## config.mk

```make
export PLATFORM = sky130hd
export DESIGN_NAME = ret_test_seq
export DESIGN_NICKNAME = d
export VERILOG_FILES = /design/src/rtl/rts_pkg.sv /design/src/rtl/rts_timer.sv /design/src/rtl/rts_ctrl.sv /design/src/rtl/rts_outreg.sv /design/src/rtl/ret_test_seq.sv
export SDC_FILE = /design/constraint.sdc
export NUM_CORES = 1
export LEC_CHECK = 0
export ABC_CLOCK_PERIOD_IN_PS = 1700
export BUFFER_PORTS_ARGS = -buffer_cell sky130_fd_sc_hd__clkbuf_2
export CORE_ASPECT_RATIO = 2
export CORE_MARGIN = 1
export CORE_UTILIZATION = 51
export CTS_CLUSTER_SIZE = 10
export DETAILED_ROUTE_END_ITERATION = 7
export GPL_ROUTABILITY_DRIVEN = 1
export PLACE_DENSITY = 0.72
export SETUP_SLACK_MARGIN = 0.05
export SLEW_MARGIN = 5
export SYNTH_ARGS = -nofsm -noshare
export SYNTH_HDL_FRONTEND = slang
export SYNTH_SLANG_ARGS = --single-unit
export TNS_END_PERCENT = 1
```

## constraint.sdc

```tcl
create_clock -name clk -period 1.7 [get_ports clk]
set_clock_uncertainty 0.05 [all_clocks]
set_input_delay 0.34 -clock clk [delete_from_list [all_inputs] [get_ports clk]]
set_output_delay 0.34 -clock clk [all_outputs]
set_load 0.1 [all_outputs]
```

## src/rtl/rts_pkg.sv

```systemverilog
package rts_pkg;

  typedef enum logic [2:0] {
    ST_IDLE    = 3'd0,
    ST_ISO     = 3'd1,
    ST_SAVE    = 3'd2,
    ST_OFF     = 3'd3,
    ST_SETTLE  = 3'd4,
    ST_RESTORE = 3'd5
  } rts_state_e;

  typedef struct packed {
    logic iso;
    logic save;
    logic pwr;
    logic rest;
    logic busy;
  } rts_ctl_t;

  function automatic rts_ctl_t rts_decode(input rts_state_e st);
    rts_ctl_t c;
    c = '{iso: 1'b0, save: 1'b0, pwr: 1'b1, rest: 1'b0, busy: 1'b0};
    case (st)
      ST_ISO:     begin c.iso = 1'b1; c.busy = 1'b1; end
      ST_SAVE:    begin c.iso = 1'b1; c.busy = 1'b1; c.save = 1'b1; end
      ST_OFF:     begin c.iso = 1'b1; c.busy = 1'b1; c.pwr = 1'b0; end
      ST_SETTLE:  begin c.iso = 1'b1; c.busy = 1'b1; end
      ST_RESTORE: begin c.iso = 1'b1; c.busy = 1'b1; c.rest = 1'b1; end
      default:    ;
    endcase
    return c;
  endfunction

endpackage

```

## src/rtl/rts_timer.sv

```systemverilog
module rts_timer #(
  parameter int W = 8
) (
  input  logic         clk,
  input  logic         rst,
  input  logic         load,
  input  logic [W-1:0] load_val,
  output logic         expired
);

  logic [W-1:0] cnt_q;

  always_ff @(posedge clk) begin
    if (rst) begin
      cnt_q <= '0;
    end else if (load) begin
      cnt_q <= load_val;
    end else if (cnt_q != '0) begin
      cnt_q <= cnt_q - W'(1);
    end
  end

  assign expired = (cnt_q == '0);

endmodule

```

## src/rtl/rts_ctrl.sv

```systemverilog
module rts_ctrl
  import rts_pkg::*;
#(
  parameter int OFF_W = 8,
  parameter int SET_W = 6,
  parameter int CW    = 8
) (
  input  logic             clk,
  input  logic             rst,
  input  logic             start,
  input  logic [OFF_W-1:0] off_cfg,
  input  logic [SET_W-1:0] set_cfg,
  input  logic             tmr_expired,
  output logic             tmr_load,
  output logic [CW-1:0]    tmr_val,
  output rts_state_e       state_q,
  output rts_state_e       state_d
);

  logic [OFF_W-1:0] off_lat;
  logic [SET_W-1:0] set_lat;
  logic             accept;

  assign accept = (state_q == ST_IDLE) && start;

  // interval counts are frozen at acceptance; zero is clamped to one
  always_ff @(posedge clk) begin
    if (rst) begin
      off_lat <= OFF_W'(1);
      set_lat <= SET_W'(1);
    end else if (accept) begin
      off_lat <= (off_cfg == '0) ? OFF_W'(1) : off_cfg;
      set_lat <= (set_cfg == '0) ? SET_W'(1) : set_cfg;
    end
  end

  always_comb begin
    state_d  = state_q;
    tmr_load = 1'b0;
    tmr_val  = '0;
    case (state_q)
      ST_IDLE:   if (start) state_d = ST_ISO;
      ST_ISO:    state_d = ST_SAVE;
      ST_SAVE: begin
        state_d  = ST_OFF;
        tmr_load = 1'b1;
        tmr_val  = CW'(off_lat) - CW'(1);
      end
      ST_OFF: begin
        if (tmr_expired) begin
          state_d  = ST_SETTLE;
          tmr_load = 1'b1;
          tmr_val  = CW'(set_lat) - CW'(1);
        end
      end
      ST_SETTLE: if (tmr_expired) state_d = ST_RESTORE;
      ST_RESTORE: state_d = ST_IDLE;
      default:   state_d = ST_IDLE;
    endcase
  end

  always_ff @(posedge clk) begin
    if (rst) state_q <= ST_IDLE;
    else     state_q <= state_d;
  end

endmodule

```

## src/rtl/rts_outreg.sv

```systemverilog
module rts_outreg
  import rts_pkg::*;
(
  input  logic       clk,
  input  logic       rst,
  input  rts_state_e state_q,
  input  rts_state_e state_d,
  output logic       iso_en,
  output logic       ret_save,
  output logic       pwr_en,
  output logic       ret_restore,
  output logic       busy,
  output logic       done
);

  rts_ctl_t ctl_q;
  rts_ctl_t ctl_d;

  assign ctl_d = rts_decode(state_d);

  always_ff @(posedge clk) begin
    if (rst) begin
      ctl_q <= rts_decode(ST_IDLE);
      done  <= 1'b0;
    end else begin
      ctl_q <= ctl_d;
      done  <= (state_q == ST_RESTORE) && (state_d == ST_IDLE);
    end
  end

  assign iso_en      = ctl_q.iso;
  assign ret_save    = ctl_q.save;
  assign pwr_en      = ctl_q.pwr;
  assign ret_restore = ctl_q.rest;
  assign busy        = ctl_q.busy;

endmodule

```

## src/rtl/ret_test_seq.sv

```systemverilog
module ret_test_seq
  import rts_pkg::*;
#(
  parameter int OFF_W = 8,
  parameter int SET_W = 6
) (
  input  logic             clk,
  input  logic             rst,
  input  logic             start,
  input  logic [OFF_W-1:0] off_cycles,
  input  logic [SET_W-1:0] settle_cycles,
  output logic             iso_en,
  output logic             ret_save,
  output logic             pwr_en,
  output logic             ret_restore,
  output logic             busy,
  output logic             done
);

  localparam int CW = (OFF_W > SET_W) ? OFF_W : SET_W;

  rts_state_e     state_q;
  rts_state_e     state_d;
  logic           tmr_load;
  logic [CW-1:0]  tmr_val;
  logic           tmr_expired;

  rts_ctrl #(.OFF_W(OFF_W), .SET_W(SET_W), .CW(CW)) u_ctrl (
    .clk         (clk),
    .rst         (rst),
    .start       (start),
    .off_cfg     (off_cycles),
    .set_cfg     (settle_cycles),
    .tmr_expired (tmr_expired),
    .tmr_load    (tmr_load),
    .tmr_val     (tmr_val),
    .state_q     (state_q),
    .state_d     (state_d)
  );

  rts_timer #(.W(CW)) u_timer (
    .clk      (clk),
    .rst      (rst),
    .load     (tmr_load),
    .load_val (tmr_val),
    .expired  (tmr_expired)
  );

  rts_outreg u_out (
    .clk         (clk),
    .rst         (rst),
    .state_q     (state_q),
    .state_d     (state_d),
    .iso_en      (iso_en),
    .ret_save    (ret_save),
    .pwr_en      (pwr_en),
    .ret_restore (ret_restore),
    .busy        (busy),
    .done        (done)
  );

endmodule

```

# After elaboration in Yosys (flattened, before gate mapping)
# Cells that the tools add are included.
[totals]
ff_bits = 30
input_bits = 17
output_inout_bits = 6
wordCells = 48
[classes]
addsub = 3
eq_ne = 10
mux = 16
reduce_logical = 10
[op_table]
columns = ["cell", "count"]
rows = [
  ["2-to-1 mux 8 bit", 4],
  ["logical NOT 8 bit", 2],
  ["case mux 8 bit (2 select lines)", 1],
  ["subtractor 8 x 1 -> 8 bit (second input constant)", 2],
  ["case mux 3 bit (5 select lines)", 1],
  ["== test 3 x 2 -> 1 bit (second input constant)", 4],
  ["== test 3 bit (second input constant)", 4],
  ["2-to-1 mux 3 bit", 3],
  ["nonzero test 8 bit", 1],
  ["subtractor 6 x 1 -> 7 bit (second input constant)", 1],
  ["== test 3 x 1 -> 1 bit (second input constant)", 2],
  ["logical NOT 3 bit", 2],
  ["logical NOT 6 bit", 1],
  ["2-to-1 mux 6 bit", 1],
  ["2-to-1 mux 1 bit", 5],
  ["OR reduction 5 bit", 1],
  ["logical AND 1 bit", 2],
  ["case mux 1 bit (2 select lines)", 1],
  ["nonzero test 2 bit", 1],
]

# Longest topological paths before layout
# Gate-level depths: netlist of run 1.
[logic_depth]
word_depth = 6
depth_mapped = 7
mapped_depth_nobuf = 7

# By module
# A second synthesis of run 1 with hierarchy kept.
[unflattened]
cells_unflattened = 197
area_unflattened_um2 = 1604.0
[modules_own_cells]
columns = ["mod", "n_inst", "cells_each", "area_per_inst_um2", "seq_area_each_um2"]
rows = [
  ["rts_ctrl", 1, 128, 959.7, 340.3],
  ["rts_timer", 1, 53, 475.5, 160.2],
  ["rts_outreg", 1, 16, 168.9, 100.1],
]

# Least setup slack after synthesis of run 1
# OpenSTA, ideal clock, no wires.
[synth_path]
path_type = "register -> register"
from = "register u_timer.cnt_q[0]"
to = "register u_timer.cnt_q[6]"
setup_time_ps = 130
arrival_ps = 1580
slack_ps = -60
path_stages_with_launch = 8
n_path_buf = 0
period_less_slack_ps = 1760
path_cell_list = "dfxtp_1 inv_1 ha_1 nor4b_4 nand2_4 a221oi_2 a2bb2oi_2 nor3_2"
[synth_via]
elab_chain_cells = 4
[synth_rtl]
columns = ["item", "line_no", "source"]
rows = [
  ["start, declared", "rts_timer.sv:11", "logic [W-1:0] cnt_q;"],
  ["start signal, assigned", "rts_timer.sv:17", "cnt_q <= load_val;"],
  ["start signal, assigned", "rts_timer.sv:19", "cnt_q <= cnt_q - W'(1);"],
  ["parallel branches: the longest is 4 deep, another holds subtractor 8 x 1 -> 8 bit", "--", ""],
]
# Parallel ways; which one is timed is not known. The select of a mux whose other input is x is not followed.
# A chain may end at the register's enable or synchronous reset.

# Final worst setup path of run 1
# Ends and elaborated chain as after synthesis.

==> results of run 1 <==
through the flow:
stage,utilization (%),hold slack [ps],std cells
2_1_floorplan,-,398,200
3_3_place_gp,61.6,409,260
3_5_place_dp,61.6,426,260
4_1_cts,66.1,233,269
5_1_grt,68.0,237,271
6_report,68.0,230,271
worst paths after layout:
| kind | from | endpoint | cells after the start |
|---|---|---|---|
| setup / recovery | u_timer.cnt_q[0] | u_timer.cnt_q[6] | 8 |
| hold / removal | settle_cycles[4] | u_ctrl.set_lat[4] | 3 |
| setup reg to reg | u_timer.cnt_q[0] | u_timer.cnt_q[6] | 8 |
| hold reg to reg | u_ctrl.off_lat[7] | u_ctrl.off_lat[7] | 2 |
synthesized netlist by cell type (all sizes together) (2+ instances only):
library cell,n,share of area (%)
nor2,22,5.5
a2111oi,2,1.5
a211o,2,1.1
nor3b,3,1.7
and2b,2,1.1
dfxtp,30,37
nand3,3,0.92
nor3,12,4.3
xor2,2,1.1
nand2b,3,1.1
a221oi,3,2.0
nor4,3,1.1
o21ai,2,0.84
o31ai,2,0.92
inv,8,1.8
buf,7,3.2
nand2,34,8.3
o22ai,2,0.76
xnor2,10,5.4
clkbuf,3,0.69
ha,3,2.3
a211oi,4,1.8
a21oi,22,6.7
cells by family after synthesis:
group | count (synthesis) | synth area share, %
compound gates | 48 | 20.6
xor+xnor | 12 | 6.42
fa+ha+maj | 3 | 2.29
buf+inv | 18 | 5.73
flops | 30 | 36.7
simple gates | 89 | 28.3
what timing repair did:
| item | CTS | global route |
|---|---|---|
| buffers inserted | 1 | 2 |
| setup endpoints to repair | 7 | 9 |
| resized for setup | 7 | 12 |
| endpoints found under the hold margin | 0 | 0 |
| pin swaps | 0 | 3 |
per-layer routing:
metal | global-route usage [%] | wire, um
met5 | 0 | 0
met1 | 22.2 | 1430
met3 | 5.22 | 94
met2 | 50.0 | 2220
met4 | 15.9 | 159
final cells by class:
class	count	area share, %
Tap cell	30	1.83
Inverter	8	1.47
Clock inverter	2	0.610
Sequential cell	30	29.6
Clock buffer	6	4.03
Timing Repair Buffer	43	13.2
Multi-Input combinational cell	152	49.2
registers in the layout, indices dropped and copies added, names as in the netlist:
name,cells
u_ctrl.off_lat,8
u_timer.cnt_q,8
u_ctrl.set_lat,6
u_ctrl.state_q,3
u_out.busy,1
u_out.done,1
u_out.pwr_en,1
u_out.ret_restore,1
u_out.ret_save,1
worst max-delay path: stages (launching register included):
cell	delay (ps)
dfxtp_2	320
inv_2	70
ha_4	130
nor4b_4	190
buf_6	170
nand2_8	70
a221oi_4	310
a2bb2oi_2	160
nor3_2	40
power groups by stage:
stage	logic (W)	registers, W	clock network [W]
after floorplan	0.00111	0.00106	0
after global placement	0.00152	0.000979	0
after detailed placement	0.00155	0.000987	0
after CTS	0.00164	0.000973	0.000615
after global routing	0.00193	0.00101	0.000639
final	0.00178	0.000985	0.000611
layout by cell type, fill, tap and decap left out, types with 6 or more instances in the layout:
cell,instances
nand2_1,33
clkbuf_2,22
clkbuf_8,6
dfxtp_1,25
xnor2_1,10
nor3_1,10
a21oi_1,22
nor2_1,19
buf_4,20
==> metrics.cfg, run 1 <==
[synthesis]
syn_inst=200
yosysUniqueCellTypes=48
ys.warnings.count=0
synth_area_sq_mm=0.00164
synth_edf_count=0
synth-seq-cells=30
seq_area_frac_synth_pct=36.7
ys_async_sr_fraction_pct=0
syn_nets=220
synth_ff_type=dfxtp_1
synth_area_per_cell_sq_um=8.18

[critical_path]
cp.required_ps=1840
crit_arrival_ps=1770
rrSetupSlack_ps=70
worst-setup-path-type=reg -> reg
start_kind=register
crit_path_max_fanout=6
worstSetupEndpointType=register

[route]
ant_nets=0
first_iter_violations=29
vias=1530
post-route-drc-count=0
viasPerCell=5.65
drt-pass1-iter-count=4
wl_per_cell_um=14.4
drt-total-wl_um=3900

[outcome]
status=finished, final reports clean

[cells_and_area]
final_nets=260
regArea_sq_um=607
area_growth_pct=25.2
drive_gt1_share_pct=34.4
fillers=258
antenna_cells=0
fin_area_sq_mm=0.00205
multiInputGateArea_sq_mm=0.00101

[placement]
place_hpwl_um=3000
place_area_sq_mm=0.00186
dp_slack_ps=-23.5
port-buffer-count=22
gp_congestion=0.901

[floorplanning]
die_w_um=42.1
initial_utilization_pct=54.3
placementRows=28
die_area_sq_mm=0.00345
num_io_pins=23
die_y_um=82.1
coreArea_sq_mm=0.00301

[cts]
tritoncts=done
holdBufCountCts=0
clock_sink_count=30
insertion_delay_ps=290
numCtsBuffers=5
clkTransAtPathRegs_ps=70
cts_root_buffer=clkbuf_8
clockBufferDepth=2
htree_levels=2

[power_and_ir_drop]
peakVddDrop_mv=0.874
p_total_w=0.00338
p_comb_share_pct=52.7
power_frac_seq_pct=29.2
swShare_pct=40.7
power_density_mw_per_mm2=1650
power.internal_w=0.00200
p_clk_share_pct=18.1
power.switching_w=0.00138
p_leak_nw=0.832

[job]
drv_cap=0

[timing]
min_period_over_period_pct=95.9
final_hold_viol_count=0
rsz0062_at_grt=yes
fmax_mhz=614
worstMarginPinSlew_ps=577
post-route-min-period_ps=1630
max_slew_margin_pct=61.4
setup_viol=0
maxSlewViolCount=0
setup_tns_ps=0
fin_ws_ps=70.2

[global_routing]
antenna_found_initial=0
grt_pass1_wl_um=6570
overflow=0
grt_pass1_vias=1532
grt_util_all_layers_pct=25.2
grt_max_degree=18

[hold_path]
hold_class=in -> reg

(Power assumes the default switching activity.)
==> run 2: changes to the inputs <==
--- a/config.mk
+++ b/config.mk
@@ -7,13 +7,15 @@
 export LEC_CHECK = 0
 export ABC_CLOCK_PERIOD_IN_PS = 1700
 export BUFFER_PORTS_ARGS = -buffer_cell sky130_fd_sc_hd__clkbuf_2
+export CELL_PAD_IN_SITES_DETAIL_PLACEMENT = 1
+export CELL_PAD_IN_SITES_GLOBAL_PLACEMENT = 2
 export CORE_ASPECT_RATIO = 2
 export CORE_MARGIN = 1
-export CORE_UTILIZATION = 51
+export CORE_UTILIZATION = 30
 export CTS_CLUSTER_SIZE = 10
 export DETAILED_ROUTE_END_ITERATION = 7
 export GPL_ROUTABILITY_DRIVEN = 1
-export PLACE_DENSITY = 0.72
+export PLACE_DENSITY = 0.71
 export SETUP_SLACK_MARGIN = 0.05
 export SLEW_MARGIN = 5
 export SYNTH_ARGS = -nofsm -noshare
==> run 2 against run 1 <==
Global-route usage is 5.6 points lower. First-iteration DRC count shrank 72%. Register-to-register slack got worse by 40 ps. Clock power shrank 1%. Non-clock buffer count up 6. Worst hold slack better by 9.7 ps. Power up 4.5%. Sequential share of layout area decreased by 1.7 points. Sequential power is 0.8% higher. Critical path depth unchanged. Largest cell class unchanged.
==> metrics.cfg, run 2 (synthesized netlist as in run 1, its figures left out) <==
[cts]
insertion_delay_ps=290
cts_root_buffer=clkbuf_8
clkTransAtPathRegs_ps=70
holdBufCountCts=0
clockBufferDepth=2
clock_sink_count=30
numCtsBuffers=5
htree_levels=2
tritoncts=done

[critical_path]
worst-setup-path-type=reg -> reg
slowest_stage=dfxtp_2
cp.required_ps=1820
max_stage_delay_ps=330
crit_arrival_ps=1780
start_kind=register
worstSetupEndpointType=register
cp_cell_sequence=inv_2 > ha_4 > nor4b_4 > buf_6 > nand2_8 > a221oi_4 > o21a_1 > nor4_2
crit_path_max_fanout=6

[placement]
place_area_sq_mm=0.00196
gp_congestion=0.834
place_hpwl_um=4040
dp_cells=296
port-buffer-count=22

[route]
ant_nets=0
vias=1597
post-route-drc-count=0
viasPerCell=5.24
drt-total-wl_um=4920
wl_per_cell_um=16.1
first_iter_violations=8
drt-pass1-iter-count=2

[global_routing]
grt_util_all_layers_pct=19.6
overflow=0
grt_pass1_wl_um=7960
grt_pass1_vias=1748
antenna_found_initial=0
grt_max_degree=15

[power_and_ir_drop]
power_frac_seq_pct=28.1
power_density_mw_per_mm2=1620
peakVddDrop_mv=0.690
power.internal_w=0.00207
p_clk_share_pct=17.1
swShare_pct=41.4
power.switching_w=0.00146
p_total_w=0.00353
p_leak_nw=0.871
p_comb_share_pct=54.7

[cells_and_area]
reg_top3=u_ctrl.off_lat (8), u_timer.cnt_q (8), u_ctrl.set_lat (6)
layout_commonest_cell=nand2_1
antenna_cells=0
fin_cells=305
fin_area_sq_mm=0.00217
area_growth_pct=32.9
final_cell_mix=nand2_1 (33), dfxtp_1 (25), buf_4 (24)
drive_gt1_share_pct=36.4
final_nets=266

[outcome]
status=finished, final reports clean

[job]
drv_cap=0

[timing]
post-route-min-period_ps=1670
max_slew_margin_pct=62.8
min_period_over_period_pct=98.2
final_hold_viol_count=0
worstMarginPinSlew_ps=557
maxSlewViolCount=0
fmax_mhz=599
setup_viol=0
rsz0062_at_grt=yes
setup_tns_ps=0

[floorplanning]
die_area_sq_mm=0.00577
num_io_pins=23
die_y_um=106
die_w_um=54.2
placementRows=37
initial_utilization_pct=31.6
coreArea_sq_mm=0.00518

[hold_path]
hold_class=in -> reg

## run 2: stage by stage
| stage | hold WS, ps | setup WS (ps) | utilization (%) |
|---|---|---|---|
| after floorplan | 398 | -38.0 | - |
| after global placement | 436 | -1.45 | 37.9 |
| after detailed placement | 446 | -59.7 | 37.9 |
| after CTS | 229 | -28.2 | 40.1 |
| after global routing | 262 | -31.8 | 41.9 |
| final | 240 | 31.3 | 41.9 |
## run 2: metal layers
layer,global-route usage (%),share of wire [%]
met1,16.3,33
met2,38.0,61
met3,3.15,1.9
met4,11.9,4.8
met5,0,0
## run 2: path summary, 6_finish.rpt
kind / start / endpoint / slack (ps) / cells past startpoint
setup reg to reg: u_timer.cnt_q[0] / u_timer.cnt_q[7] / 30 / 8
setup / recovery: u_timer.cnt_q[0] / u_timer.cnt_q[7] / 30 / 8
hold / removal: settle_cycles[2] / u_ctrl.set_lat[2] / 240 / 3
hold reg to reg: u_ctrl.off_lat[1] / u_ctrl.off_lat[1] / 440 / 2
## run 2: worst max-delay path, delay by kind of cell, from the launching register on
kind                       cells  cell delay, ps
AOI/OAI and AO/OA              2             490
adders and majority gates      1             120
buffers and inverters          2             240
DFF                            1             330
and+or+nand+nor                3             320
## run 2: what timing repair did
action | CTS | global route
resized for setup | 4 | 19
pin swaps | 1 | 6
gates cloned | 0 | 0
endpoints found under the setup margin | 9 | 10
buffers inserted | 1 | 0
## run 2: layout make-up
class | instances | area, sq um
clock inverter | 2 | 12.5
clock buffer | 6 | 82.6
timing repair buffer | 49 | 333
multi-input combinational | 152 | 1040
inverter | 8 | 30.0
tap | 58 | 72.6
sequential | 30 | 607
fill | 674 | 3010
## run 2: power by group through the flow
stage	Sequential, W	Combinational [W]	Clock, W
3_5_place_dp	0.000995	0.00170	0
3_3_place_gp	0.000981	0.00167	0
4_1_cts	0.000981	0.00175	0.000632
5_1_grt	0.00101	0.00209	0.000650
2_1_floorplan	0.00106	0.00111	0
6_report	0.000993	0.00193	0.000605
